[src/rtl/refill_pkg.sv]
package refill_pkg;
  typedef enum logic [1:0] {
    SPACE_USER     = 2'd0,
    SPACE_SUPER    = 2'd1,
    SPACE_KERNEL   = 2'd2,
    SPACE_UNMAPPED = 2'd3
  } space_t;

  localparam logic [1:0] ACC_STORE = 2'd2;
  localparam logic [4:0] CODE_MISS_LOAD  = 5'd2;
  localparam logic [4:0] CODE_MISS_STORE = 5'd3;

  typedef struct packed {
    logic fire;
    logic nested;
    logic useWideVec;
    logic isStore;
  } refill_strobe_t;
endpackage

[src/rtl/refill_ctrl.sv]
module refill_ctrl
  import refill_pkg::*;
(
  input  logic           missValid,
  input  logic [63:0]    va,
  input  logic [1:0]     accType,
  input  logic           statusExl,
  input  logic           statusUx,
  input  logic           statusSx,
  input  logic           statusKx,
  output refill_strobe_t strb
);
  space_t space;
  logic   compatNeg;
  logic   wideBit;

  // Upper half of the sign-extended 32-bit range.
  assign compatNeg = &va[63:31];

  always_comb begin
    if (compatNeg) begin
      unique case (va[30:29])
        2'b10:   space = SPACE_SUPER;
        2'b11:   space = SPACE_KERNEL;
        default: space = SPACE_UNMAPPED;
      endcase
    end else begin
      unique case (va[63:62])
        2'b00:   space = SPACE_USER;
        2'b01:   space = SPACE_SUPER;
        2'b11:   space = SPACE_KERNEL;
        default: space = SPACE_UNMAPPED;
      endcase
    end
  end

  always_comb begin
    unique case (space)
      SPACE_USER:   wideBit = statusUx;
      SPACE_SUPER:  wideBit = statusSx;
      SPACE_KERNEL: wideBit = statusKx;
      default:      wideBit = 1'b0;
    endcase
  end

  always_comb begin
    strb.fire       = missValid && (space != SPACE_UNMAPPED);
    strb.nested     = statusExl;
    strb.useWideVec = wideBit;
    strb.isStore    = (accType == ACC_STORE);
  end
endmodule

[src/rtl/refill_datapath.sv]
module refill_datapath
  import refill_pkg::*;
#(
  parameter int          ASID_W      = 8,
  parameter logic [63:0] VECTOR_BASE = 64'hFFFF_FFFF_8000_0000,
  parameter logic [63:0] OFF_NARROW  = 64'h000,
  parameter logic [63:0] OFF_WIDE    = 64'h080,
  parameter logic [63:0] OFF_COMMON  = 64'h180
) (
  input  logic              clk,
  input  logic              rstN,
  input  refill_strobe_t    strb,
  input  logic [63:0]       va,
  input  logic [ASID_W-1:0] asid,
  input  logic [63:0]       pc,
  input  logic              inDelaySlot,
  input  logic [63:0]       contextIn,
  input  logic [63:0]       xcontextIn,
  output logic              redirectValid,
  output logic [63:0]       redirectPc,
  output logic              badVAddrWe,
  output logic [63:0]       badVAddr,
  output logic              contextWe,
  output logic [63:0]       contextData,
  output logic              xcontextWe,
  output logic [63:0]       xcontextData,
  output logic              entryHiWe,
  output logic [63:0]       entryHiData,
  output logic              epcWe,
  output logic [63:0]       epcData,
  output logic              bdData,
  output logic              causeWe,
  output logic [4:0]        excCode,
  output logic              exlSet
);
  localparam int HI_PAD = 13 - ASID_W;

  logic [63:0] vecNext;
  assign vecNext = VECTOR_BASE +
                   (strb.nested ? OFF_COMMON : (strb.useWideVec ? OFF_WIDE : OFF_NARROW));

  always_ff @(posedge clk) begin
    if (!rstN) begin
      redirectValid <= 1'b0;
      redirectPc    <= '0;
      badVAddrWe    <= 1'b0;
      badVAddr      <= '0;
      contextWe     <= 1'b0;
      contextData   <= '0;
      xcontextWe    <= 1'b0;
      xcontextData  <= '0;
      entryHiWe     <= 1'b0;
      entryHiData   <= '0;
      epcWe         <= 1'b0;
      epcData       <= '0;
      bdData        <= 1'b0;
      causeWe       <= 1'b0;
      excCode       <= '0;
      exlSet        <= 1'b0;
    end else begin
      redirectValid <= 1'b0;
      badVAddrWe    <= 1'b0;
      contextWe     <= 1'b0;
      xcontextWe    <= 1'b0;
      entryHiWe     <= 1'b0;
      epcWe         <= 1'b0;
      causeWe       <= 1'b0;
      exlSet        <= 1'b0;
      if (strb.fire) begin
        redirectValid <= 1'b1;
        redirectPc    <= vecNext;
        badVAddrWe    <= 1'b1;
        badVAddr      <= va;
        contextWe     <= 1'b1;
        contextData   <= {contextIn[63:23], va[31:13], contextIn[3:0]};
        xcontextWe    <= 1'b1;
        xcontextData  <= {xcontextIn[63:37], va[63:62], va[43:13], xcontextIn[3:0]};
        entryHiWe     <= 1'b1;
        entryHiData   <= {va[63:13], {HI_PAD{1'b0}}, asid};
        causeWe       <= 1'b1;
        excCode       <= strb.isStore ? CODE_MISS_STORE : CODE_MISS_LOAD;
        exlSet        <= 1'b1;
        // A nested miss keeps the original return point.
        if (!strb.nested) begin
          epcWe   <= 1'b1;
          epcData <= inDelaySlot ? pc - 64'd4 : pc;
          bdData  <= inDelaySlot;
        end
      end
    end
  end

  assert_fire_latency_R1: assert property (@(posedge clk) disable iff (!rstN)
    strb.fire |=> (redirectValid && causeWe && exlSet && badVAddr == $past(va)));

  assert_vector_common_R5: assert property (@(posedge clk) disable iff (!rstN)
    (strb.fire && strb.nested) |=> (redirectPc == VECTOR_BASE + OFF_COMMON && !epcWe));

  assert_epc_slot_R9: assert property (@(posedge clk) disable iff (!rstN)
    (strb.fire && !strb.nested && inDelaySlot) |=> (epcData == $past(pc) - 64'd4 && bdData));

  assert_store_code_R6: assert property (@(posedge clk) disable iff (!rstN)
    (strb.fire && strb.isStore) |=> (excCode == CODE_MISS_STORE));
endmodule

[src/rtl/tlb_refill_dispatch.sv]
module tlb_refill_dispatch
  import refill_pkg::*;
#(
  parameter int ASID_W = 8
) (
  input  logic              clk,
  input  logic              rstN,
  input  logic              missValid,
  input  logic [63:0]       va,
  input  logic [1:0]        accType,
  input  logic [ASID_W-1:0] asid,
  input  logic [63:0]       pc,
  input  logic              inDelaySlot,
  input  logic              statusExl,
  input  logic              statusUx,
  input  logic              statusSx,
  input  logic              statusKx,
  input  logic [63:0]       contextIn,
  input  logic [63:0]       xcontextIn,
  output logic              redirectValid,
  output logic [63:0]       redirectPc,
  output logic              badVAddrWe,
  output logic [63:0]       badVAddr,
  output logic              contextWe,
  output logic [63:0]       contextData,
  output logic              xcontextWe,
  output logic [63:0]       xcontextData,
  output logic              entryHiWe,
  output logic [63:0]       entryHiData,
  output logic              epcWe,
  output logic [63:0]       epcData,
  output logic              bdData,
  output logic              causeWe,
  output logic [4:0]        excCode,
  output logic              exlSet
);
  refill_strobe_t strb;

  refill_ctrl ctrl (
    .missValid (missValid),
    .va        (va),
    .accType   (accType),
    .statusExl (statusExl),
    .statusUx  (statusUx),
    .statusSx  (statusSx),
    .statusKx  (statusKx),
    .strb      (strb)
  );

  refill_datapath #(.ASID_W(ASID_W)) dp (
    .clk           (clk),
    .rstN          (rstN),
    .strb          (strb),
    .va            (va),
    .asid          (asid),
    .pc            (pc),
    .inDelaySlot   (inDelaySlot),
    .contextIn     (contextIn),
    .xcontextIn    (xcontextIn),
    .redirectValid (redirectValid),
    .redirectPc    (redirectPc),
    .badVAddrWe    (badVAddrWe),
    .badVAddr      (badVAddr),
    .contextWe     (contextWe),
    .contextData   (contextData),
    .xcontextWe    (xcontextWe),
    .xcontextData  (xcontextData),
    .entryHiWe     (entryHiWe),
    .entryHiData   (entryHiData),
    .epcWe         (epcWe),
    .epcData       (epcData),
    .bdData        (bdData),
    .causeWe       (causeWe),
    .excCode       (excCode),
    .exlSet        (exlSet)
  );

  assert_unmapped_quiet_R4: assert property (@(posedge clk) disable iff (!rstN)
    (missValid && (va[63:62] == 2'b10 || va[63:30] == {33'h1_FFFF_FFFF, 1'b0}))
      |=> (!redirectValid && !badVAddrWe && !causeWe));
endmodule

[config.mk]
export PLATFORM = sky130hd
export DESIGN_NAME = tlb_refill_dispatch
export DESIGN_NICKNAME = d
export VERILOG_FILES = /design/src/rtl/refill_pkg.sv /design/src/rtl/refill_ctrl.sv /design/src/rtl/refill_datapath.sv /design/src/rtl/tlb_refill_dispatch.sv
export SDC_FILE = /design/constraint.sdc
export NUM_CORES = 1
export LEC_CHECK = 0
export ABC_AREA = 0
export BUFFER_PORTS_ARGS = -buffer_cell sky130_fd_sc_hd__buf_2
export CORE_AREA = 5 5 262 264
export DETAILED_ROUTE_END_ITERATION = 7
export DIE_AREA = 0 0 267 269
export SYNTH_ARGS = -nofsm -noshare
export SYNTH_HDL_FRONTEND = slang
export SYNTH_HIERARCHICAL = 1
export SYNTH_SLANG_ARGS = --single-unit
[constraint.sdc]
create_clock -name clk -period 5.6 [get_ports clk]
set_input_delay 1.12 -clock clk [delete_from_list [all_inputs] [get_ports clk]]
set_output_delay 1.12 -clock clk [all_outputs]
set_load 0.03 [all_outputs]
## Word level (Yosys, flattened, before mapping)

Cells that the tools add are included.

- Input bits: 274
- Register bits after elaboration: 387
- Output and inout bits: 398
- Logic and storage cells: 37

- Muxes and demuxes: 10
- Eq/ne operators: 8
- Bitwise operators: 1
- Reduce and logical (&&, ||, !) cells: 6
- $add $sub $neg: 2

Operator list:

| kind | number |
|---|---|
| 2-to-1 mux 64 bit | 2 |
| adder 64 bit (first input constant) | 1 |
| subtractor 64 x 3 -> 64 bit (second input constant) | 1 |
| AND reduction 33 bit | 1 |
| equality test 2 bit (second input constant) | 5 |
| 2-to-1 mux 8 bit | 1 |
| one-hot mux 2 bit (3 select lines) | 1 |
| equality test 2 x 1 -> 1 bit (second input constant) | 2 |
| zero test 2 bit | 2 |
| one-hot mux 2 bit (2 select lines) | 1 |
| AND reduction 2 bit | 2 |
| 2-to-1 mux 1 bit | 3 |
| one-hot mux 1 bit (3 select lines) | 1 |
| 2-to-1 mux 2 bit | 1 |
| != test 2 bit (second input constant) | 1 |
| logical AND 1 bit | 1 |
| NOT 1 bit | 1 |

## Logic depth before layout (Yosys ltp)

Gate-level depths: netlist of run 1.

- Word-level depth: 8
- Mapped depth: 11
- Depth with buffers taken out: 10

## By module

The synthesis of run 1 kept the hierarchy.

Modules (own cells, without submodules):

| module | cells each | area an instance (um^2) | times used | seq. area each (um^2) |
|---|---|---|---|---|
| refill_datapath | 1117 | 10351.2 | 1 | 4384.2 |
| refill_ctrl | 34 | 225.2 | 1 | 0.0 |

## Least setup slack after synthesis of run 1

Ideal clock, no wire load.

- Path kind: input -> register
- Start: input va[33]
- End: register dp.badVAddr[13]
- Setup slack: 2.297 ns
- Path buffers: 3
- Stages on the path: 9
- Required time: 5.472 ns
- Arrival time: 3.176 ns
- Library setup time: 0.128 ns
- Cells stage by stage: nand4_1 nor4_2 a31o_2 o211a_1 clkbuf_1 clkbuf_1 buf_1 mux2i_1 nor2_1

RTL lines:

| element | RTL line | source |
|---|---|---|
| from (decl) | tlb_refill_dispatch.sv:9 | `input logic [63:0] va,` |
| to (signal assigned) | refill_datapath.sv:73 | `badVAddr <= va;` |
| to (decl) | refill_datapath.sv:22 | `output logic [63:0] badVAddr,` |

==> results.yml, run 1 <==
worst_setup_path:
  endpoint_kind: "flip-flop"
  cp_slowest_stage_delay_ns: 0.61
  crit_required_ns: 6.08
  cp.arrival_ns: 3.93
  crit_slowest_cell: "nor2b_4"
  cp_num_buf_inv: 2
  reg2reg_slack_ns: 4.45
  cp_cell_sequence: "buf_2 > nand3_1 > nor3_1 > a31o_2 > o211a_4 > nor2b_4 > buf_4 > o21ai_0 > a31oi_1"
  crit_family: "simple AND/OR/NAND/NOR gates"
  start_kind: "input pin"
  path_class: "in2reg"
  crit_path_max_fanout: 35
clock_network:
  ctsResizeCount: 0
  clock_path_buffers: 3
  cts_buffers: 27
  htreeDepth: 1
  cts_sinks: 219
  post-cts-setup-buffer-count: 0
  postCtsHoldBufs: 0
  worstSkewPairLatency_ns: 0.56
  cts_tree: "yes"
  path_clk_slew_ns: 0.06
  cts-root-buf: "clkbuf_16"
layout:
  drive_gt1_frac: 0.418
  area_delta_synth_final_pct: 32.9
  nets: 1837
  nFillCells: 7351
logic_synthesis:
  yosysWarnings: 6
  synth.largest_area_cell: "dfxtp_1"
  syn_avg_cell_area_sq_um: 9.19
  ys_seq_area_frac: 0.415
  syn_area_sq_um: 10600
  synthTopCellsByArea: "dfxtp_1 41%, mux2i_1 14%, buf_4 13%"
  synth_cell_types: 57
  ys_ff_latch: 219
  synth-edff-count: 0
  ys_dominant_reg_cell: "dfxtp_1"
  synth_top_area_frac: 0.415
  yosysMostFrequentCell: "dfxtp_1"
  ys_top_cells_by_count: "219 x dfxtp_1, 187 x nor2_1, 182 x buf_4"
  postSynthCellCount: 1151
  async_reset_ff_frac: 0
detailed_routing:
  wl_mm: 39.8
  viasPerCell: 3.84
  drc_errors: 0
  drtAntennaViolNets: 0
  vias: 9425
  wl_per_cell_um: 16.2
  drt_iter0_markers: 456
  firstDrtPassIters: 4
placed_design:
  place_ws_ns: 1.44
  hpwl_mm: 31.5
  portBuffers: 582
  gp_congestion: 0.791
grt:
  antenna_found_initial: 0
  grt_pass1_vias: 8500
  grt_max_degree: 118
  overflow: 0
  grt_pass1_wl_mm: 54.6
  grt_usage: 0.0977
run:
  maxCapViolations: 0
floorplanning:
  placementRows: 95
  ios: 672
  die_w_um: 267
  start_util: 0.159
  die-area_sq_um: 71800
  die_y_um: 269
  core_sq_um: 66300
timing:
  fin_worst_skew_ns: 0
  max_freq_ghz: 0.290
  layout_min_cycle_time_ns: 3.45
  post-route-period-util: 0.616
  grt_setup_unrepaired: "no"
  timing.slew.headroom: 0.246
  setup_ws_ns: 2.15
  tightest_slew_ns: 1.13
  hold_viol: 0
  finalMaxSlewViolations: 0
  fin_tns_setup_ns: 0
  setup_viol: 0
run_status:
  status: "finished, final reports clean"
power_and_ir_drop:
  vdd_drop_max_uv: 166
  power_density_nw_per_um2: 322
  power_leakage_nw: 6.71
min_path:
  hp-class: "reg2reg"
placed cells by master (no fill, tap or decap), drive strengths merged, types with 19 or more instances in the layout:
master / instances
or4: 24
mux2i: 153
buf: 592
nor2: 187
nand2: 26
conb: 37
o21ai: 53
clkbuf: 35
nor4: 21
nand4: 19
a31oi: 21
dfxtp: 219
a21oi: 24
stage by stage:
stage          cell area [sq um]  hold slack, ns   util  total power [mW]  cells
5_1_grt                    14000           0.485  0.212              4.75   2451
2_1_floorplan              10700           0.576      -              2.54   1187
3_5_place_dp               13200           0.446  0.199              2.81   2403
6_report                   14100           0.455  0.212              4.52   2453
3_3_place_gp               13200           0.440  0.199              2.81   2403
4_1_cts                    14000           0.455  0.212              4.61   2451
routing by layer:
metal,global-route usage,part of all wire
met1,0.117,0.40
met2,0.173,0.50
met3,0.0268,0.081
met4,0.0270,0.026
met5,0,0
kinds of logic after synthesis:
family                   Yosys count  synth area share
XOR/XNOR                          34            0.0282
multiplexers                     153             0.145
AO/OA/AOI/OAI                    139            0.0796
buffers and inverters            254             0.159
other                              1          0.000355
flip-flops                       219             0.415
AND/OR/NAND/NOR                  347             0.168
adder cells (fa/ha/maj)            4           0.00473
where the power goes:
part	internal (mW)	switching, mW
sequential	1.67	0.0753
combinational	0.309	0.717
clock	1.05	0.707
total	3.02	1.50
cell type report:
| class | instances | area [sq um] | area share |
|---|---|---|---|
| sequential | 219 | 4380 | 0.312 |
| tap | 873 | 1090 | 0.0777 |
| clock inverter | 13 | 153 | 0.0109 |
| antenna | 2 | 5.00 | 0.000356 |
| multi-input combinational | 714 | 4660 | 0.331 |
| clock buffer | 35 | 726 | 0.0516 |
| inverter | 5 | 23.8 | 0.00169 |
| timing repair buffer | 592 | 3010 | 0.214 |
registers in the layout, summed over array words and instances, names as in the netlist:
name / cells
dp/exlSet: 1
dp/contextData: 45
dp/epcWe: 1
dp/entryHiData: 8
dp/redirectPc: 3
dp/bdData: 1
dp/excCode: 1
dp/badVAddr: 63
dp/epcData: 64
dp/xcontextData: 32
final timing paths:
path | end | cells past startpoint | from
max | dp/epcData[51] | 9 | va[50]
min | dp/epcData[1] | 2 | dp/epcData[1]
max reg2reg | dp/redirectPc[31] | 2 | dp/redirectPc[31]
min reg2reg | dp/epcData[1] | 2 | dp/epcData[1]
worst register-to-register path: stages, from the launching register on:
cell and delay [ns]:
dfxtp_1 0.90, nor2_1 0.08, nor2_1 0.11
No activity file was read; power rests on OpenSTA's default activity.
==> run 2, diff against run 1 <==
--- a/config.mk
+++ b/config.mk
@@ -5,7 +5,7 @@
 export SDC_FILE = /design/constraint.sdc
 export NUM_CORES = 1
 export LEC_CHECK = 0
-export ABC_AREA = 0
+export ABC_AREA = 1
 export BUFFER_PORTS_ARGS = -buffer_cell sky130_fd_sc_hd__buf_2
 export CORE_AREA = 5 5 262 264
 export DETAILED_ROUTE_END_ITERATION = 7
==> constraint.sdc (replaced) <==
create_clock -name clk -period 3.34 [get_ports clk]
set_input_delay 0.668 -clock clk [delete_from_list [all_inputs] [get_ports clk]]
set_output_delay 0.668 -clock clk [all_outputs]
set_load 0.03 [all_outputs]
==> run 2 against run 1 <==
Synthesized cell count increased by 41%. Clock power increased by 83%. Flip-flop and latch count unchanged. First-iteration DRC count increased by 50%. Power increased by 79%. Worst hold slack got worse by 0.13 ns. Global-route usage increased by 2.5 points. Final cell count increased by 20%. Sequential power increased by 71%. Routed wire length increased by 23%. Area after synthesis increased by 5.1%.
==> results.yml, run 2 <==
clock_network:
  clock_path_buffers: 3
  post-cts-setup-buffer-count: 0
  worstSkewPairLatency_ns: 0.56
  cts_sinks: 219
  cts_buffers: 27
  htreeDepth: 1
  ctsResizeCount: 0
  postCtsHoldBufs: 0
  cts-root-buf: "clkbuf_16"
  cts_tree: "yes"
  path_clk_slew_ns: 0.06
timing:
  finalMaxSlewViolations: 0
  post-route-period-util: 0.708
  hold_viol: 0
  timing.slew.headroom: 0.487
  setup_ws_ns: 0.977
  grt_setup_unrepaired: "no"
  max_freq_ghz: 0.423
  fin_worst_skew_ns: 0
  holdWs_ns: 0.321
  setup_viol: 0
  fin_tns_setup_ns: 0
  layout_min_cycle_time_ns: 2.36
  tightest_slew_ns: 0.769
min_path:
  worstHoldPathCells: 3
  worstHoldStart: "contextIn[62]"
  hp-class: "in2reg"
  min_to: "dp/contextData[62]"
worst_setup_path:
  crit_slowest_cell: "dfxtp_1"
  crit_path_max_fanout: 35
  cp_num_buf_inv: 1
  endpoint_kind: "primary output"
  cp_slowest_stage_delay_ns: 0.82
  rr_startpoint: "dp/redirectPc[31]"
  start_kind: "flip-flop"
  reg2reg_slack_ns: 2.28
  crit_family: "flip-flops"
  path_class: "reg2out"
  cp.arrival_ns: 1.70
  cp_cell_sequence: "buf_2"
  reg2reg_depth: 2
  crit_required_ns: 2.67
  timing.rr.end: "dp/redirectPc[31]"
detailed_routing:
  drc_errors: 0
  drt_iter0_markers: 685
  viasPerCell: 3.92
  firstDrtPassIters: 5
  vias: 11517
  wl_per_cell_um: 16.7
  wl_mm: 49.0
  drtAntennaViolNets: 0
floorplanning:
  die-area_sq_um: 71800
  placementRows: 95
  core_sq_um: 66300
  die_y_um: 269
  die_w_um: 267
  ios: 672
  start_util: 0.168
logic_synthesis:
  synth_cell_types: 35
  yosysMostFrequentCell: "nor2_1"
  synth-edff-count: 0
  ys_seq_area_frac: 0.394
  syn_avg_cell_area_sq_um: 6.85
  async_reset_ff_frac: 0
  ys_dominant_reg_cell: "dfxtp_1"
  yosysWarnings: 6
  synth.largest_area_cell: "dfxtp_1"
  synthTopCellsByArea: "dfxtp_1 39%, nor2_1 15%, buf_4 12%"
  ys_top_cells_by_count: "447 x nor2_1, 262 x nand2_1, 219 x dfxtp_1"
  ys_ff_latch: 219
  postSynthCellCount: 1622
  synth_top_area_frac: 0.394
  syn_area_sq_um: 11100
placed_design:
  place_ws_ns: 0.390
  portBuffers: 582
  dp_cells: 2882
  hpwl_mm: 39.1
  gp_congestion: 0.910
layout:
  layout_common_cells: "581 x buf_2, 444 x nor2_1, 262 x nand2_1"
  final_common_cell: "buf_2"
  drive_gt1_frac: 0.330
  reg_top3: "dp/epcData: 64 flops, dp/badVAddr: 63 flops, dp/contextData: 45 flops"
  stdcell_count: 2937
  nFillCells: 7522
  top_register: "dp/epcData"
  nets: 2316
  area_delta_synth_final_pct: 33.3
  largest_register_ffs: 64
power_and_ir_drop:
  power_leakage_nw: 7.52
  vdd_drop_max_uv: 292
  power_density_nw_per_um2: 547
grt:
  antenna_found_initial: 10
  grt_usage: 0.122
  grt_pass1_vias: 10642
  grt_max_degree: 128
  grt_pass1_wl_mm: 67.3
  overflow: 0
run:
  maxCapViolations: 0
run_status:
  status: "finished, final reports clean"
## run 2: cell types whose count changed after synthesis, sizes merged, moves of 24 or more
cell	delta
nor2	+277
mux2i	-153
nand3	+63
inv	+79
nand2	+239
or4	-24
o21ai	+133
## run 2: logic make-up after synthesis
| family | synth area share |
|---|---|
| AO/OA/AOI/OAI | 0.104 |
| other | 0.000337 |
| adder cells (fa/ha/maj) | 0.00450 |
| AND/OR/NAND/NOR | 0.315 |
| buffers and inverters | 0.174 |
| XOR/XNOR | 0.00867 |
| flip-flops | 0.394 |
## run 2: final cells by class
cell class / instances / area [sq um] / area share
Sequential cell: 219 / 4380 / 0.296
Timing Repair Buffer: 596 / 3080 / 0.208
Clock buffer: 40 / 835 / 0.0563
Tap cell: 873 / 1090 / 0.0737
Antenna cell: 6 / 15.0 / 0.00101
Inverter: 84 / 320 / 0.0216
Clock inverter: 9 / 144 / 0.00971
Multi-Input combinational cell: 1110 / 4950 / 0.334
## run 2: worst max path at each step
stage / from / end / depth (start not counted)
after detailed placement: va[58] / dp/epcData[19] / 14
after global placement: va[58] / dp/epcData[19] / 14
after CTS: dp/redirectPc[31] / redirectPc[61] / 1
after floorplan: va[34] / dp/epcData[2] / 15
after global routing: dp/redirectPc[31] / redirectPc[61] / 1
final: dp/redirectPc[31] / redirectPc[61] / 1
## run 2: tightest hold or removal path, stage by stage
cell and delay [ns]:
buf_2 0.07, nor2_1 0.03, nor2_1 0.08
## run 2: power breakdown
part / switching, mW / total, mW / leakage [nW] / internal, mW
logic: 1.43 / 1.93 / 5.23 / 0.500
registers: 0.154 / 2.97 / 1.81 / 2.82
clock network: 1.25 / 3.21 / 0.480 / 1.96
total: 2.83 / 8.11 / 7.52 / 5.28
## run 2: metal layers
layer,wire length (um),GRT usage,vias up
li1,-,-,5769
met1,19000,0.138,5197
met2,24200,0.221,459
met3,3810,0.0314,84
met4,1920,0.0498,8
met5,46,0,-
## run 2: metrics by stage
step	util	cell area, sq um	total power [mW]
after global placement	0.209	13800	4.97
final	0.224	14800	8.11
after global routing	0.223	14800	8.49
after CTS	0.223	14800	8.24
after detailed placement	0.209	13800	4.98
after floorplan	-	11300	4.43
